## config.mk

```make
export PLATFORM = sky130hd
export DESIGN_NAME = prio_irq_ctrl
export DESIGN_NICKNAME = d
export VERILOG_FILES = /design/src/rtl/irq_pkg.sv /design/src/rtl/irq_rst_sync.sv /design/src/rtl/irq_xsync.sv /design/src/rtl/irq_xctl.sv /design/src/rtl/irq_arb.sv /design/src/rtl/prio_irq_ctrl.sv
export SDC_FILE = /design/constraint.sdc
export NUM_CORES = 1
export LEC_CHECK = 0
export BUFFER_PORTS_ARGS = -buffer_cell sky130_fd_sc_hd__buf_4
export CORE_ASPECT_RATIO = 1.25
export CORE_MARGIN = 2
export CORE_UTILIZATION = 37
export CTS_BUF_LIST = sky130_fd_sc_hd__clkbuf_4 sky130_fd_sc_hd__clkbuf_8 sky130_fd_sc_hd__clkbuf_16
export DETAILED_ROUTE_END_ITERATION = 8
export PLACE_DENSITY = 0.69
export SLEW_MARGIN = 20
export SYNTH_ARGS = -nofsm -noshare
export SYNTH_HDL_FRONTEND = slang
export SYNTH_SLANG_ARGS = --single-unit
```

## constraint.sdc

```tcl
create_clock -name clk -period 3.7 [get_ports clk]
set_input_delay 0.555 -clock clk [delete_from_list [all_inputs] [get_ports clk]]
set_output_delay 0.555 -clock clk [all_outputs]
set_load 0.01 [all_outputs]
```

## src/rtl/irq_pkg.sv

```systemverilog
package irq_pkg;
  localparam int unsigned NSRC     = 8;
  localparam int unsigned NBASE    = 6;
  localparam int unsigned NXPIN    = NSRC - NBASE;
  localparam int unsigned IDW      = $clog2(NSRC);
  localparam int unsigned VW       = 8;
  localparam int unsigned VEC_BASE = 3;
  localparam int unsigned VEC_STEP = 8;
  localparam int unsigned FLDW     = 4;
  localparam int unsigned CTLW     = FLDW * NXPIN;

  // position of each bit inside one pin's control nibble
  localparam int unsigned F_TYPE = 0;
  localparam int unsigned F_FLAG = 1;
  localparam int unsigned F_EN   = 2;
  localparam int unsigned F_PRIO = 3;

  typedef enum logic [IDW-1:0] {
    SRC_EXT0 = 3'd0,
    SRC_TMR0 = 3'd1,
    SRC_EXT1 = 3'd2,
    SRC_TMR1 = 3'd3,
    SRC_SER  = 3'd4,
    SRC_TMR2 = 3'd5,
    SRC_XPA  = 3'd6,
    SRC_XPB  = 3'd7
  } src_e;

  function automatic logic [VW-1:0] vec_of(input logic [IDW-1:0] id);
    return VW'(VEC_BASE + VEC_STEP * int'(id));
  endfunction
endpackage

```

## src/rtl/irq_rst_sync.sv

```systemverilog
module irq_rst_sync #(
  parameter int unsigned STAGES = 2
) (
  input  logic clk,
  input  logic rst_n,
  output logic rst_n_o
);
  logic [STAGES-1:0] sh_q;

  always_ff @(posedge clk or negedge rst_n) begin
    if (!rst_n) sh_q <= '0;
    else        sh_q <= {sh_q[STAGES-2:0], 1'b1};
  end

  assign rst_n_o = sh_q[STAGES-1];
endmodule

```

## src/rtl/irq_xsync.sv

```systemverilog
module irq_xsync #(
  parameter int unsigned STAGES = 2
) (
  input  logic clk,
  input  logic rst_n,
  input  logic pin_n_i,
  output logic low_o,
  output logic fall_o
);
  logic [STAGES-1:0] sh_q, sh_d;
  logic              prev_q, prev_d;

  always_comb begin
    sh_d   = {sh_q[STAGES-2:0], pin_n_i};
    prev_d = sh_q[STAGES-1];
  end

  always_ff @(posedge clk or negedge rst_n) begin
    if (!rst_n) begin
      sh_q   <= '1;
      prev_q <= 1'b1;
    end else begin
      sh_q   <= sh_d;
      prev_q <= prev_d;
    end
  end

  assign low_o  = ~sh_q[STAGES-1];
  assign fall_o = prev_q & ~sh_q[STAGES-1];


  fall_single_chk: assert property (@(posedge clk) disable iff (!rst_n)
    fall_o |=> !fall_o);
endmodule

```

## src/rtl/irq_xctl.sv

```systemverilog
module irq_xctl
  import irq_pkg::*;
(
  input  logic            clk,
  input  logic            rst_n,
  input  logic            we_i,
  input  logic [CTLW-1:0] wdata_i,
  input  logic [NXPIN-1:0] fall_i,
  input  logic [NXPIN-1:0] low_i,
  input  logic [NXPIN-1:0] clr_i,
  output logic [CTLW-1:0] ctl_o
);
  logic [CTLW-1:0] ctl_q, ctl_d;

  for (genvar g = 0; g < NXPIN; g++) begin : g_pin
    localparam int unsigned B = FLDW * g;
    logic [FLDW-1:0] fld_d;
    logic            edge_mode;

    assign edge_mode = ctl_q[B+F_TYPE];

    always_comb begin
      fld_d = ctl_q[B +: FLDW];
      if (we_i) begin
        fld_d[F_TYPE] = wdata_i[B+F_TYPE];
        fld_d[F_EN]   = wdata_i[B+F_EN];
        fld_d[F_PRIO] = wdata_i[B+F_PRIO];
      end
      if (edge_mode) begin
        if (fall_i[g])      fld_d[F_FLAG] = 1'b1;
        else if (clr_i[g])  fld_d[F_FLAG] = 1'b0;
        else if (we_i)      fld_d[F_FLAG] = wdata_i[B+F_FLAG];
      end else begin
        fld_d[F_FLAG] = low_i[g];
      end
    end

    assign ctl_d[B +: FLDW] = fld_d;


    edge_clr_chk: assert property (@(posedge clk) disable iff (!rst_n)
      (edge_mode && clr_i[g] && !fall_i[g]) |=> !ctl_q[B+F_FLAG]);

    lvl_keep_chk: assert property (@(posedge clk) disable iff (!rst_n)
      (!edge_mode && clr_i[g] && low_i[g]) |=> ctl_q[B+F_FLAG]);

    edge_set_chk: assert property (@(posedge clk) disable iff (!rst_n)
      (edge_mode && fall_i[g]) |=> ctl_q[B+F_FLAG]);
  end

  always_ff @(posedge clk or negedge rst_n) begin
    if (!rst_n) ctl_q <= '0;
    else        ctl_q <= ctl_d;
  end

  assign ctl_o = ctl_q;
endmodule

```

## src/rtl/irq_arb.sv

```systemverilog
module irq_arb
  import irq_pkg::*;
(
  input  logic            clk,
  input  logic            rst_n,
  input  logic [NSRC-1:0] pend_i,
  input  logic [NSRC-1:0] en_i,
  input  logic [NSRC-1:0] prio_i,
  input  logic            glb_en_i,
  input  logic            act_hi_i,
  input  logic            act_lo_i,
  output logic            valid_o,
  output logic [IDW-1:0]  id_o,
  output logic            hi_o
);
  logic [NSRC-1:0] elig, hi_set, lo_set, pick;

  always_comb begin
    elig   = pend_i & en_i & {NSRC{glb_en_i}};
    hi_set = elig & prio_i;
    lo_set = elig & ~prio_i;
    if (act_hi_i)      pick = '0;
    else if (act_lo_i) pick = hi_set;
    else               pick = (|hi_set) ? hi_set : lo_set;
  end

  always_comb begin
    id_o = '0;
    for (int i = NSRC - 1; i >= 0; i--) begin
      if (pick[i]) id_o = IDW'(i);
    end
  end

  assign valid_o = |pick;
  assign hi_o    = prio_i[id_o];


  hi_first_chk: assert property (@(posedge clk) disable iff (!rst_n)
    (valid_o && |hi_set) |-> hi_o);

  hi_hold_chk: assert property (@(posedge clk) disable iff (!rst_n)
    act_hi_i |-> !valid_o);

  gate_chk: assert property (@(posedge clk) disable iff (!rst_n)
    valid_o |-> (glb_en_i && en_i[id_o] && pend_i[id_o]));
endmodule

```

## src/rtl/prio_irq_ctrl.sv

```systemverilog
module prio_irq_ctrl
  import irq_pkg::*;
#(
  parameter int unsigned SYNC_STAGES = 2
) (
  input  logic             clk,
  input  logic             rst_n,
  input  logic             glb_en_i,
  input  logic [NBASE-1:0] req_i,
  input  logic [NBASE-1:0] en_i,
  input  logic [NBASE-1:0] prio_i,
  input  logic [NXPIN-1:0] xpin_n_i,
  input  logic             xctl_we_i,
  input  logic [CTLW-1:0]  xctl_wdata_i,
  output logic [CTLW-1:0]  xctl_q_o,
  input  logic             ack_i,
  input  logic             reti_i,
  output logic             irq_o,
  output logic [VW-1:0]    vec_o,
  output logic [IDW-1:0]   src_id_o,
  output logic [1:0]       act_lvl_o
);
  logic            rst_n_s;
  logic [NXPIN-1:0] x_low, x_fall, x_clr;
  logic [CTLW-1:0] ctl;
  logic [NSRC-1:0] pend, en_all, prio_all;
  logic            valid, sel_hi;
  logic [IDW-1:0]  sel_id;
  logic            act_hi_q, act_hi_d, act_lo_q, act_lo_d;
  logic            take;

  irq_rst_sync #(.STAGES(2)) u_rst (
    .clk(clk), .rst_n(rst_n), .rst_n_o(rst_n_s)
  );

  for (genvar g = 0; g < NXPIN; g++) begin : g_xs
    irq_xsync #(.STAGES(SYNC_STAGES)) u_xs (
      .clk(clk), .rst_n(rst_n_s), .pin_n_i(xpin_n_i[g]),
      .low_o(x_low[g]), .fall_o(x_fall[g])
    );
    assign pend[NBASE+g]     = ctl[FLDW*g+F_FLAG];
    assign en_all[NBASE+g]   = ctl[FLDW*g+F_EN];
    assign prio_all[NBASE+g] = ctl[FLDW*g+F_PRIO];
    assign x_clr[g]          = take && (sel_id == IDW'(NBASE + g));
  end

  assign pend[NBASE-1:0]     = req_i;
  assign en_all[NBASE-1:0]   = en_i;
  assign prio_all[NBASE-1:0] = prio_i;

  irq_xctl u_xctl (
    .clk(clk), .rst_n(rst_n_s), .we_i(xctl_we_i), .wdata_i(xctl_wdata_i),
    .fall_i(x_fall), .low_i(x_low), .clr_i(x_clr), .ctl_o(ctl)
  );

  irq_arb u_arb (
    .clk(clk), .rst_n(rst_n_s), .pend_i(pend), .en_i(en_all),
    .prio_i(prio_all), .glb_en_i(glb_en_i), .act_hi_i(act_hi_q),
    .act_lo_i(act_lo_q), .valid_o(valid), .id_o(sel_id), .hi_o(sel_hi)
  );

  assign take = ack_i & valid;

  always_comb begin
    act_hi_d = act_hi_q;
    act_lo_d = act_lo_q;
    if (reti_i) begin
      if (act_hi_q) act_hi_d = 1'b0;
      else          act_lo_d = 1'b0;
    end
    if (take) begin
      if (sel_hi) act_hi_d = 1'b1;
      else        act_lo_d = 1'b1;
    end
  end

  always_ff @(posedge clk or negedge rst_n_s) begin
    if (!rst_n_s) begin
      act_hi_q <= 1'b0;
      act_lo_q <= 1'b0;
    end else begin
      act_hi_q <= act_hi_d;
      act_lo_q <= act_lo_d;
    end
  end

  assign irq_o     = valid;
  assign src_id_o  = valid ? sel_id : '0;
  assign vec_o     = valid ? vec_of(sel_id) : '0;
  assign act_lvl_o = {act_hi_q, act_lo_q};
  assign xctl_q_o  = ctl;


  vec_map_chk: assert property (@(posedge clk) disable iff (!rst_n_s)
    irq_o |-> (vec_o[2:0] == 3'b011 && vec_o[7:3] == 5'(src_id_o)));

  preempt_chk: assert property (@(posedge clk) disable iff (!rst_n_s)
    (ack_i && irq_o && act_lo_q && !reti_i) |=> act_hi_q);

  reti_pop_chk: assert property (@(posedge clk) disable iff (!rst_n_s)
    (reti_i && !ack_i && act_hi_q) |=> (!act_hi_q && act_lo_q == $past(act_lo_q)));

  ack_idle_chk: assert property (@(posedge clk) disable iff (!rst_n_s)
    (ack_i && !irq_o && !reti_i) |=> $stable(act_lvl_o));
endmodule

```

---- Word level (Yosys, flattened, before mapping) ----
Cells that the tools add are included.
cells by class
  add/sub/neg operators ................... 1
  order comparisons ....................... 1
  equality and inequality tests ........... 4
  mux-type cells .......................... 30
  bitwise logic cells ..................... 10
  reduce and logical (&&, ||, !) cells .... 4
operators by type and width
  operator                                                     number
  AND 8 bit                                                    4
  two-way mux 3 bit                                            9
  two-way mux 8 bit                                            3
  two-way mux 1 bit                                            16
  OR reduction 8 bit                                           2
  != test 4 x 3 -> 1 bit (second input constant)               2
  inverter 8 bit                                               1
  adder 2 x 6 -> 7 bit (first input constant)                  1
  two-way mux 7 bit                                            1
  == test 3 bit (second input constant)                        2
  less-than comparator 3 x 4 -> 1 bit (second input constant)  1
  AND 1 bit                                                    3
  binary-select mux 1 bit (select 3 bit)                       1
  logical AND 1 bit                                            2
  inverter 1 bit                                               2
storage, ports and cells
  register bits ........................... 18
  output and inout port bits .............. 22
  logic and storage cells ................. 60

---- Depth between registers and ports, before layout ----
Gate-level depths: netlist of the first run.
  depth after elaboration ................. 20
  gate-level depth with buffers ........... 8
  mapped depth without buffers ............ 7

---- Hierarchy ----
Synthesis of the first run repeated with hierarchy kept, for this count alone.
second synthesis, totals
  cell total of the unflattened synthesis .. 126
  area, all modules ....................... 1248.7 um^2
by module, submodules not included
  module         instances  cells each  area each (um^2)
  irq_arb        1          64          451.7
  irq_xctl       1          23          364.1
  prio_irq_ctrl  1          26          201.4
  irq_xsync      2          5           88.8
  irq_rst_sync   1          3           53.8

---- Least setup slack after synthesis of the first run ----
OpenSTA, ideal clock, no wires.
  kind .................................... input -> output
  from .................................... in prio_i[2]
  to ...................................... out vec_o[4]
  arrival time ............................ 2.380 ns
  data required time ...................... 3.145 ns
  slack ................................... 0.765 ns
  stages on the path ...................... 7
  path buffers ............................ 2
  path through ............................ and3_4 or4_4 buf_6 o31ai_1 o21bai_1 nor3b_2 buf_4
on the way
  longest elaborated chain between the ends .. 15
ends and longest elaborated chain
  item                             RTL line             text
  start: declaration               prio_irq_ctrl.sv:11  input logic [NBASE-1:0] prio_i,
  AND 8 bit                        irq_arb.sv:20        hi_set = elig & prio_i;
  OR reduction 8 bit               irq_arb.sv:24        else pick = (|hi_set) ? hi_set : lo_set;
  two-way mux 8 bit                irq_arb.sv:24
  two-way mux 8 bit (*)            irq_arb.sv:23        else if (act_lo_i) pick = hi_set;
  two-way mux 8 bit (*)            irq_arb.sv:22        if (act_hi_i) pick = '0;
  two-way mux 3 bit (8 in series)  irq_arb.sv:30        if (pick[i]) id_o = IDW'(i);
  adder 2 x 6 -> 7 bit             irq_pkg.sv:30        return VW'(VEC_BASE + VEC_STEP * int'(id));
  two-way mux 7 bit (*)            prio_irq_ctrl.sv:89  assign vec_o = valid ? vec_of(sel_id) : '0;
  end: declaration                 prio_irq_ctrl.sv:19  output logic [VW-1:0] vec_o,
Every way passes the cells marked *; elsewhere a longest branch is shown, timed or not.

---- Final worst setup path of the first run ----
Ends and elaborated chain as after synthesis.

==> flow_summary_export.csv, run 1 <==
group,metric,value,unit
run_status,status,"complete, no violations",
pwr,leakage,0.832,nW
min_path,hold_class,"primary input to asynchronous set/reset pin",
critical_path,critPathMaxFanout,8,
global_routing,track_usage,0.194,
job,max_cap_violations,0,
global_routing,grt_util_met2,0.340,
clock_tree,clkSinkCount,18,
floorplanning,fp.dieH,71.8,µm
global_routing,overflow,0,
placement,numPortBuffers,52,
critical_path,startpoint_type,"primary input",
final_layout,diodes,0,
pwr,clockPowerShare,0.233,
floorplanning,die_x,58.2,µm
final_layout,nets,229,
critical_path,slowest_stage,"or4_4",
floorplanning,core_area,3510,µm²
placement,detailed_place_hpwl,3.16,mm
detailed_routing,drc,0,
final_layout,drive_gt1_frac,0.418,
critical_path,crit_chain,"buf_4, and3_4, or4_4, o31ai_1, o21bai_1, nor3b_2, buf_4",
clock_tree,cts_resized,0,
pwr,total_power,0.658,mW
final_layout,seqCellArea,458,µm²
pwr,comb_power_share,0.385,
pwr,switching_share,0.333,
pwr,switchingPower,0.219,mW
clock_tree,cts_hold_buf,0,
detailed_routing,first_iter_violations,75,
timing,tns,0,ns
timing,final_hold_viol_count,0,
timing,finalMaxSlewViolations,0,
detailed_routing,vias,1328,
timing,relSlewSlack,0.524,
pwr,sequentialPowerShare,0.382,
global_routing,grt_max_degree,17,
detailed_routing,detail_route.wirelength,3.84,mm
synth,synth.most_common_cell,"dfrtp_1",
synth,yosysSeqAreaShare,0.337,
timing,rsz0062_at_grt,"no",
synth,synth_top_cell_area_share,0.221,
floorplanning,start_util,0.387,
timing,tightest_slew,0.711,ns
floorplanning,num_io_pins,56,
final_layout,multi_input_area,792,µm²
clock_tree,cts_root_buf,"clkbuf_8",
synth,async_flop_share,1.00,
clock_tree,cts_tree,"done",
floorplanning,dieArea,4180,µm²
detailed_routing,wire_per_inst,16.5,µm
critical_path,worstPathArrival,2.62,ns
clock_tree,postCtsSetupRepairBufs,0,
critical_path,required,3.14,ns
synth,synth_top_area_cell,"dfrtp_1",
clock_tree,clk_path_buf_depth,2,
critical_path,critical_path_class,"primary input to output port",
detailed_routing,drtPass1Iterations,6,
final_layout,utilization,0.503,
synth,synth-edff-count,0,
final_layout,fillCellCount,355,
detailed_routing,ant_nets,0,
pwr,internal_power,0.439,mW
clock_tree,cts_max_level,1,
clock_tree,cts.clk_slew.worst_paths,0.06,ns
global_routing,grt_pass1_wl,6.28,mm
global_routing,busiest_layer,"met2",
synth,syn_inst,149,
timing,fmax,315,MHz
synth,syn_avg_cell_area,9.12,µm²
synth,synth_ff_type,"dfrtp_1",
synth,ys_seq_elements,18,
global_routing,grt_pass1_vias,1369,
detailed_routing,avgViaCountPerCell,5.70,
synth,synthTopCellsByArea,"dfrtp_1, dfstp_2, buf_4, mux2_2, nand2_1",
critical_path,crit_path_max_incr_delay,0.59,ns
synth,syn_area,1360,µm²
synth,synth.top_cells.by_count,"dfrtp_1, nand2_1, buf_4",
timing,fin_crit_sh,0.858,
synth,ys_warn_count,0,
pwr,irDropWorstVdd,0.302,mV
timing,post-route-min-period,3.18,ns
pwr,p_per_area,373,nW/µm²
critical_path,cpMostUsedCell,"buf_4",
clock_tree,worstSkewPairLatency,0.25,ns
synth,synth.distinct_cells,52,
clock_tree,numCtsBuffers,3,
timing,setup_viol,0,
global_routing,gr-usage-met1,0.223,
timing,hold_ws,0.0769,ns
final_layout,area_growth,30.0,%
global_routing,met3_usage,0.0235,
timing,skew,0.00206,ns
placement,routabilityCongestion,0.929,
floorplanning,row_count,24,
critical_path,cp-end-kind,"output port",
global_routing,antenna_found_initial,0,
cell usage in the layout (no fill, tap or decap), types with 2 or more instances in the layout:
| master | netlist | layout |
|---|---|---|
| nand2b_1 | 4 | 4 |
| a22oi_1 | 4 | 4 |
| and3_4 | 2 | 2 |
| nand3_1 | 6 | 6 |
| nor2b_1 | 6 | 6 |
| mux2i_1 | 4 | 4 |
| dfstp_2 | 6 | 6 |
| nand4_1 | 2 | 2 |
| and2_1 | 3 | 3 |
| o21ai_0 | 8 | 8 |
| clkbuf_8 | 0 | 4 |
| o31ai_1 | 2 | 2 |
| and3_1 | 5 | 5 |
| nor2_1 | 8 | 8 |
| nor3_1 | 3 | 3 |
| mux2_2 | 6 | 6 |
| dfrtp_1 | 12 | 12 |
| inv_1 | 6 | 6 |
| nand2_1 | 11 | 11 |
| a211oi_1 | 3 | 3 |
| buf_4 | 10 | 52 |
| a21oi_1 | 3 | 3 |
| conb_1 | 2 | 4 |
| a41oi_1 | 2 | 2 |
| o211ai_1 | 2 | 2 |
kinds of logic (layout without fill, tap and decap cells):
kind of cell / Yosys count / after routing / share of synthesized area
AO/OA/AOI/OAI: 42 / 42 / 0.239
buffers and inverters: 19 / 62 / 0.0856
flip-flops: 18 / 18 / 0.337
AND/OR/NAND/NOR: 58 / 58 / 0.253
other: 2 / 4 / 0.00553
multiplexers: 10 / 10 / 0.0792
per-stage QoR:
step                std cells  area (µm²)  worst slack [ns]
floorplan                 151        1370             0.765
global placement          229        1710             0.600
detailed placement        229        1710             0.561
CTS                       233        1770             0.558
global route              233        1770             0.397
finish                    233        1770             0.525
registers in the layout (all words and copies together) (netlist names):
| signal | flops |
|---|---|
| act_hi_q | 1 |
| u_rst.sh_q | 2 |
| act_lo_q | 1 |
| g_xs.u_xs.prev_q | 2 |
| g_xs.u_xs.sh_q | 4 |
| u_xctl.ctl_o | 8 |
metal layers:
layer,wire [µm],vias to the layer above
met4,125,0
met3,221,10
li1,-,640
met5,0,-
met1,1490,617
met2,2000,61
path summary, 6_finish.rpt:
check,startpoint,endpoint,slack (ns),cells past startpoint
setup reg to reg,u_xctl.ctl_o[3]$_DFFE_PN0P_,act_hi_q$_DFF_PN0_,1.02,7
min in group clk,u_rst.sh_q[0]$_DFF_PN0_,u_rst.sh_q[1]$_DFF_PN0_,0.35,0
max in group asynchronous,u_rst.sh_q[1]$_DFF_PN0_,u_xctl.ctl_o[5]$_DFFE_PN0P_,3.04,0
hold reg to reg,u_rst.sh_q[1]$_DFF_PN0_,u_xctl.ctl_o[0]$_DFFE_PN0P_,0.26,0
setup / recovery,prio_i[2],vec_o[4],0.52,7
hold / removal,rst_n,u_rst.sh_q[0]$_DFF_PN0_,0.08,1
power by group through the flow:
| stage | sequential [mW] | combinational, mW | clock, mW |
|---|---|---|---|
| 2_1_floorplan | 0.243 | 0.170 | 0 |
| 3_3_place_gp | 0.253 | 0.250 | 0 |
| 3_5_place_dp | 0.254 | 0.253 | 0 |
| 4_1_cts | 0.251 | 0.254 | 0.160 |
| 5_1_grt | 0.256 | 0.277 | 0.168 |
| 6_report | 0.251 | 0.253 | 0.153 |
area by class of cell:
class	instances	area share
Tap cell	39	0.0276
Sequential cell	18	0.259
Multi-Input combinational cell	114	0.448
Clock buffer	4	0.0312
Inverter	6	0.0127
Timing Repair Buffer	52	0.221
worst max-delay path: cells and delay by family:
kind / cells / cell delay (ns)
compound gates: 2 / 0.48
buf+inv: 2 / 0.34
simple gates: 3 / 1.25
Note: power is estimated with default switching activity, not from simulation.
==> run 2, diff against run 1 <==
Settings changed: CAP_MARGIN set to 25.
Clock period 3.7 ns to 3.4 ns, I/O delays scaled along.
==> run 2 against run 1 <==
Utilization decreased by 0.18 points. Die area did not move. Clock power fell by 8%. Wire length is 4.5% lower. Setup slack worse by 0.18 ns. Highest routed layer unchanged. Sequential share of layout area is 0.092 points higher. Sequential power increased by 8.4%. Global-route usage is 0.71 points lower. Worst hold slack lost 0.048 ns.
==> flow_summary_export.csv, run 2 (same netlist as run 1, synthesis figures left out) <==
group,metric,value,unit
run_status,status,"complete, no violations",
timing,post-route-min-period,3.05,ns
timing,finalMaxSlewViolations,0,
final_layout,drive_gt1_frac,0.418,
min_path,hold_class,"primary input to asynchronous set/reset pin",
timing,tns,0,ns
final_layout,diodes,0,
detailed_routing,drc,0,
clock_tree,cts.clk_slew.worst_paths,0.06,ns
clock_tree,postCtsSetupRepairBufs,0,
clock_tree,cts_tree,"done",
pwr,irDropWorstVdd,0.338,mV
global_routing,antenna_found_initial,0,
clock_tree,cts_root_buf,"clkbuf_8",
placement,numPortBuffers,52,
final_layout,layout_commonest_cell,"buf_4",
critical_path,critPathMaxFanout,8,
detailed_routing,wire_per_inst,15.8,µm
detailed_routing,ant_nets,0,
critical_path,worstPathArrival,2.54,ns
floorplanning,row_count,24,
job,max_cap_violations,0,
final_layout,layout_common_cells,"buf_4, dfrtp_1, nand2_1, o21ai_0, nor2_1",
final_layout,finalNonFillerCells,233,
pwr,p_per_area,392,nW/µm²
critical_path,required,2.89,ns
final_layout,nets,230,
timing,skew,0.00151,ns
critical_path,critical_path_class,"primary input to output port",
clock_tree,cts_resized,0,
global_routing,grt_pass1_vias,1360,
critical_path,startpoint_type,"primary input",
timing,tightest_slew,0.605,ns
detailed_routing,first_iter_violations,59,
critical_path,cp-end-kind,"output port",
floorplanning,dieArea,4180,µm²
floorplanning,core_area,3510,µm²
timing,setup_viol,0,
detailed_routing,vias,1347,
timing,fin_crit_sh,0.897,
global_routing,grt_max_degree,17,
pwr,total_power,0.690,mW
detailed_routing,avgViaCountPerCell,5.78,
clock_tree,cts_max_level,1,
global_routing,overflow,0,
floorplanning,die_x,58.2,µm
placement,placed_cells,230,
timing,hold_ws,0.0294,ns
clock_tree,worstSkewPairLatency,0.25,ns
pwr,leakage,0.829,nW
clock_tree,numCtsBuffers,3,
timing,rsz0062_at_grt,"no",
floorplanning,num_io_pins,56,
detailed_routing,detail_route.wirelength,3.67,mm
floorplanning,start_util,0.387,
global_routing,grt_pass1_wl,6.07,mm
clock_tree,clk_path_buf_depth,2,
placement,detailed_place_hpwl,3.08,mm
global_routing,track_usage,0.187,
final_layout,largest_register_ffs,8,
timing,final_hold_viol_count,0,
timing,relSlewSlack,0.597,
final_layout,area_growth,29.6,%
clock_tree,clkSinkCount,18,
floorplanning,fp.dieH,71.8,µm
placement,routabilityCongestion,0.915,
clock_tree,cts_hold_buf,0,
detailed_routing,drtPass1Iterations,4,
timing,fmax,328,MHz
[run 2: changes by cell type in the layout (fill, tap and decap cells not counted), sizes merged]
cell | before | now
buf | 52 | 53
clkbuf | 4 | 3
[run 2: worst max-delay path: stages]
cell and delay, ns:
buf_4 0.12, and3_4 0.18, or4_4 0.59, o31ai_1 0.31, o21bai_1 0.15, nor3b_2 0.47
buf_4 0.22
[run 2: area by class of cell]
type | instances | area (µm²)
Clock buffer | 3 | 41.3
Fill cell | 342 | 1750
Inverter | 6 | 22.5
Multi-Input combinational cell | 114 | 792
Sequential cell | 18 | 458
Tap cell | 39 | 48.8
Timing Repair Buffer | 53 | 398
[run 2: worst paths after layout]
path,from,end,slack (ns),cells after the start
worst max-delay path,prio_i[2],vec_o[4],0.35,7
worst min-delay path,rst_n,u_rst.sh_q[0]$_DFF_PN0_,0.03,1
worst max register to register,u_xctl.ctl_o[1]$_DFFE_PN0P_,act_hi_q$_DFF_PN0_,0.93,8
worst min register to register,u_rst.sh_q[1]$_DFF_PN0_,act_lo_q$_DFF_PN0_,0.25,0
max in group asynchronous,u_rst.sh_q[1]$_DFF_PN0_,u_xctl.ctl_o[2]$_DFFE_PN0P_,2.76,0
min in group clk,g_xs[0].u_xs.sh_q[0]$_DFF_PN1_,g_xs[0].u_xs.sh_q[1]$_DFF_PN1_,0.36,0
[run 2: per-stage QoR]
stage / cell area [µm²] / util / setup WS [ns]
4_1_cts: 1760 / 0.501 / 0.354
5_1_grt: 1760 / 0.501 / 0.203
2_1_floorplan: 1370 / - / 0.555
3_3_place_gp: 1720 / 0.489 / 0.394
3_5_place_dp: 1720 / 0.489 / 0.357
6_report: 1760 / 0.501 / 0.349
[run 2: report_power, final]
| part | switching (mW) | internal, mW |
|---|---|---|
| registers | 0.0337 | 0.238 |
| clock network | 0.0625 | 0.0786 |
| logic | 0.138 | 0.139 |
| total | 0.234 | 0.456 |
[run 2: metal layers]
layer / up-vias / global-route usage / part of all wire
li1: 638 / - / -
met1: 626 / 0.218 / 0.36
met2: 70 / 0.317 / 0.52
met3: 13 / 0.0162 / 0.077
met4: 0 / 0.132 / 0.043
met5: - / 0 / 0
==> run 3, diff against run 2 <==
Settings changed: RECOVER_POWER set to 100.
==> run 3 against run 2 <==
Global-route usage unchanged. Non-clock buffer count stayed put. Critical path type unchanged. Worst hold slack better by 0.0058 ns. Critical endpoint unchanged. Largest cell class unchanged. Sequential cell count unchanged.
==> flow_summary_export.csv, run 3 (same netlist as run 1, synthesis figures left out) <==
group,metric,value,unit
run_status,status,"complete, no violations",
final_layout,utilization,0.477,
final_layout,nets,230,
final_layout,area_growth,23.3,%
timing,tightest_slew,0.601,ns
critical_path,worstPathArrival,2.56,ns
floorplanning,die_x,58.2,µm
final_layout,final_area,1680,µm²
timing,post-route-min-period,3.07,ns
detailed_routing,first_iter_violations,58,
critical_path,cp-end-kind,"output port",
timing,rsz0062_at_grt,"no",
pwr,total_power,0.661,mW
floorplanning,num_io_pins,56,
floorplanning,dieArea,4180,µm²
timing,fmax,325,MHz
placement,postPlaceCellArea,1720,µm²
global_routing,antenna_found_initial,0,
clock_tree,cts_max_level,1,
pwr,irDropWorstVdd,0.336,mV
final_layout,seqCellArea,458,µm²
timing,tns,0,ns
clock_tree,cts.clk_slew.worst_paths,0.06,ns
clock_tree,cts_tree,"done",
global_routing,track_usage,0.187,
timing,fin_crit_sh,0.904,
final_layout,fillCellCount,363,
final_layout,multi_input_area,782,µm²
detailed_routing,drtPass1Iterations,4,
clock_tree,clk_path_buf_depth,2,
detailed_routing,vias,1340,
timing,finalMaxSlewViolations,0,
floorplanning,row_count,24,
pwr,leakage,0.751,nW
critical_path,critPathMaxFanout,8,
detailed_routing,avgViaCountPerCell,5.75,
clock_tree,cts_hold_buf,0,
floorplanning,fp.dieH,71.8,µm
placement,placed_cells,230,
clock_tree,clkSinkCount,18,
job,max_cap_violations,0,
min_path,hold_class,"primary input to asynchronous set/reset pin",
clock_tree,numCtsBuffers,3,
pwr,p_per_area,395,nW/µm²
critical_path,startpoint_type,"primary input",
placement,routabilityCongestion,0.915,
timing,final_hold_viol_count,0,
clock_tree,worstSkewPairLatency,0.25,ns
global_routing,overflow,0,
timing,skew,0.00223,ns
final_layout,largest_register_ffs,8,
global_routing,grt_pass1_vias,1360,
critical_path,required,2.89,ns
final_layout,layout_common_cells,"buf_4, clkbuf_1, dfrtp_1, nand2_1",
final_layout,finalNonFillerCells,233,
timing,setup_viol,0,
placement,numPortBuffers,52,
clock_tree,cts_resized,0,
clock_tree,cts_root_buf,"clkbuf_8",
timing,relSlewSlack,0.599,
final_layout,drive_gt1_frac,0.294,
detailed_routing,ant_nets,0,
final_layout,layout_commonest_cell,"buf_4",
global_routing,grt_max_degree,17,
detailed_routing,drc,0,
global_routing,grt_pass1_wl,6.07,mm
detailed_routing,wire_per_inst,15.7,µm
detailed_routing,detail_route.wirelength,3.65,mm
final_layout,diodes,0,
placement,detailed_place_hpwl,3.08,mm
floorplanning,start_util,0.387,
critical_path,critical_path_class,"primary input to output port",
clock_tree,postCtsSetupRepairBufs,0,
floorplanning,core_area,3510,µm²
## run 3: cell count changes in the layout (fill, tap and decap cells not counted), moves of 2 or more
cell	previous run	this run
buf_4	53	31
clkbuf_1	0	20
clkbuf_4	0	2
dfstp_1	0	2
dfstp_2	6	4
## run 3: through the flow
| stage | setup WS, ns | hold WS, ns |
|---|---|---|
| finish | 0.327 | 0.0352 |
| global route | 0.192 | 0.0386 |
| CTS | 0.354 | 0.0297 |
| detailed placement | 0.357 | 0.266 |
| global placement | 0.394 | 0.261 |
| floorplan | 0.555 | 0.195 |
## run 3: metal layers
metal	track usage	vias to the layer above	routed length, µm
li1	-	638	-
met1	0.218	620	1380
met2	0.317	65	1830
met3	0.0162	17	249
met4	0.132	0	189
met5	0	-	0
## run 3: cell type report
| type | count | share of cell area |
|---|---|---|
| Timing Repair Buffer | 53 | 0.193 |
| Inverter | 6 | 0.0134 |
| Sequential cell | 18 | 0.273 |
| Multi-Input combinational cell | 114 | 0.467 |
| Clock buffer | 3 | 0.0246 |
| Tap cell | 39 | 0.0291 |
## run 3: worst paths after layout
check / from / to / slack [ns] / cells after the start
max: prio_i[2] / vec_o[4] / 0.33 / 7
max reg2reg: u_xctl.ctl_o[3]$_DFFE_PN0P_ / act_lo_q$_DFF_PN0_ / 0.90 / 7
max in group asynchronous: u_rst.sh_q[1]$_DFF_PN0_ / u_xctl.ctl_o[5]$_DFFE_PN0P_ / 2.76 / 0
min reg2reg: u_rst.sh_q[1]$_DFF_PN0_ / u_xctl.ctl_o[1]$_DFFE_PN0P_ / 0.25 / 0
min: rst_n / u_rst.sh_q[0]$_DFF_PN0_ / 0.04 / 1
min in group clk: u_rst.sh_q[0]$_DFF_PN0_ / u_rst.sh_q[1]$_DFF_PN0_ / 0.36 / 0
## run 3: power breakdown
part	switching, mW	internal, mW
Combinational	0.137	0.112
Clock	0.0631	0.0786
Sequential	0.0332	0.237
## run 3: critical path: stages
cell      delay [ns]
buf_4           0.12
and3_1          0.20
or4_4           0.59
o31ai_1         0.31
o21bai_1        0.15
nor3b_2         0.47
clkbuf_1        0.21
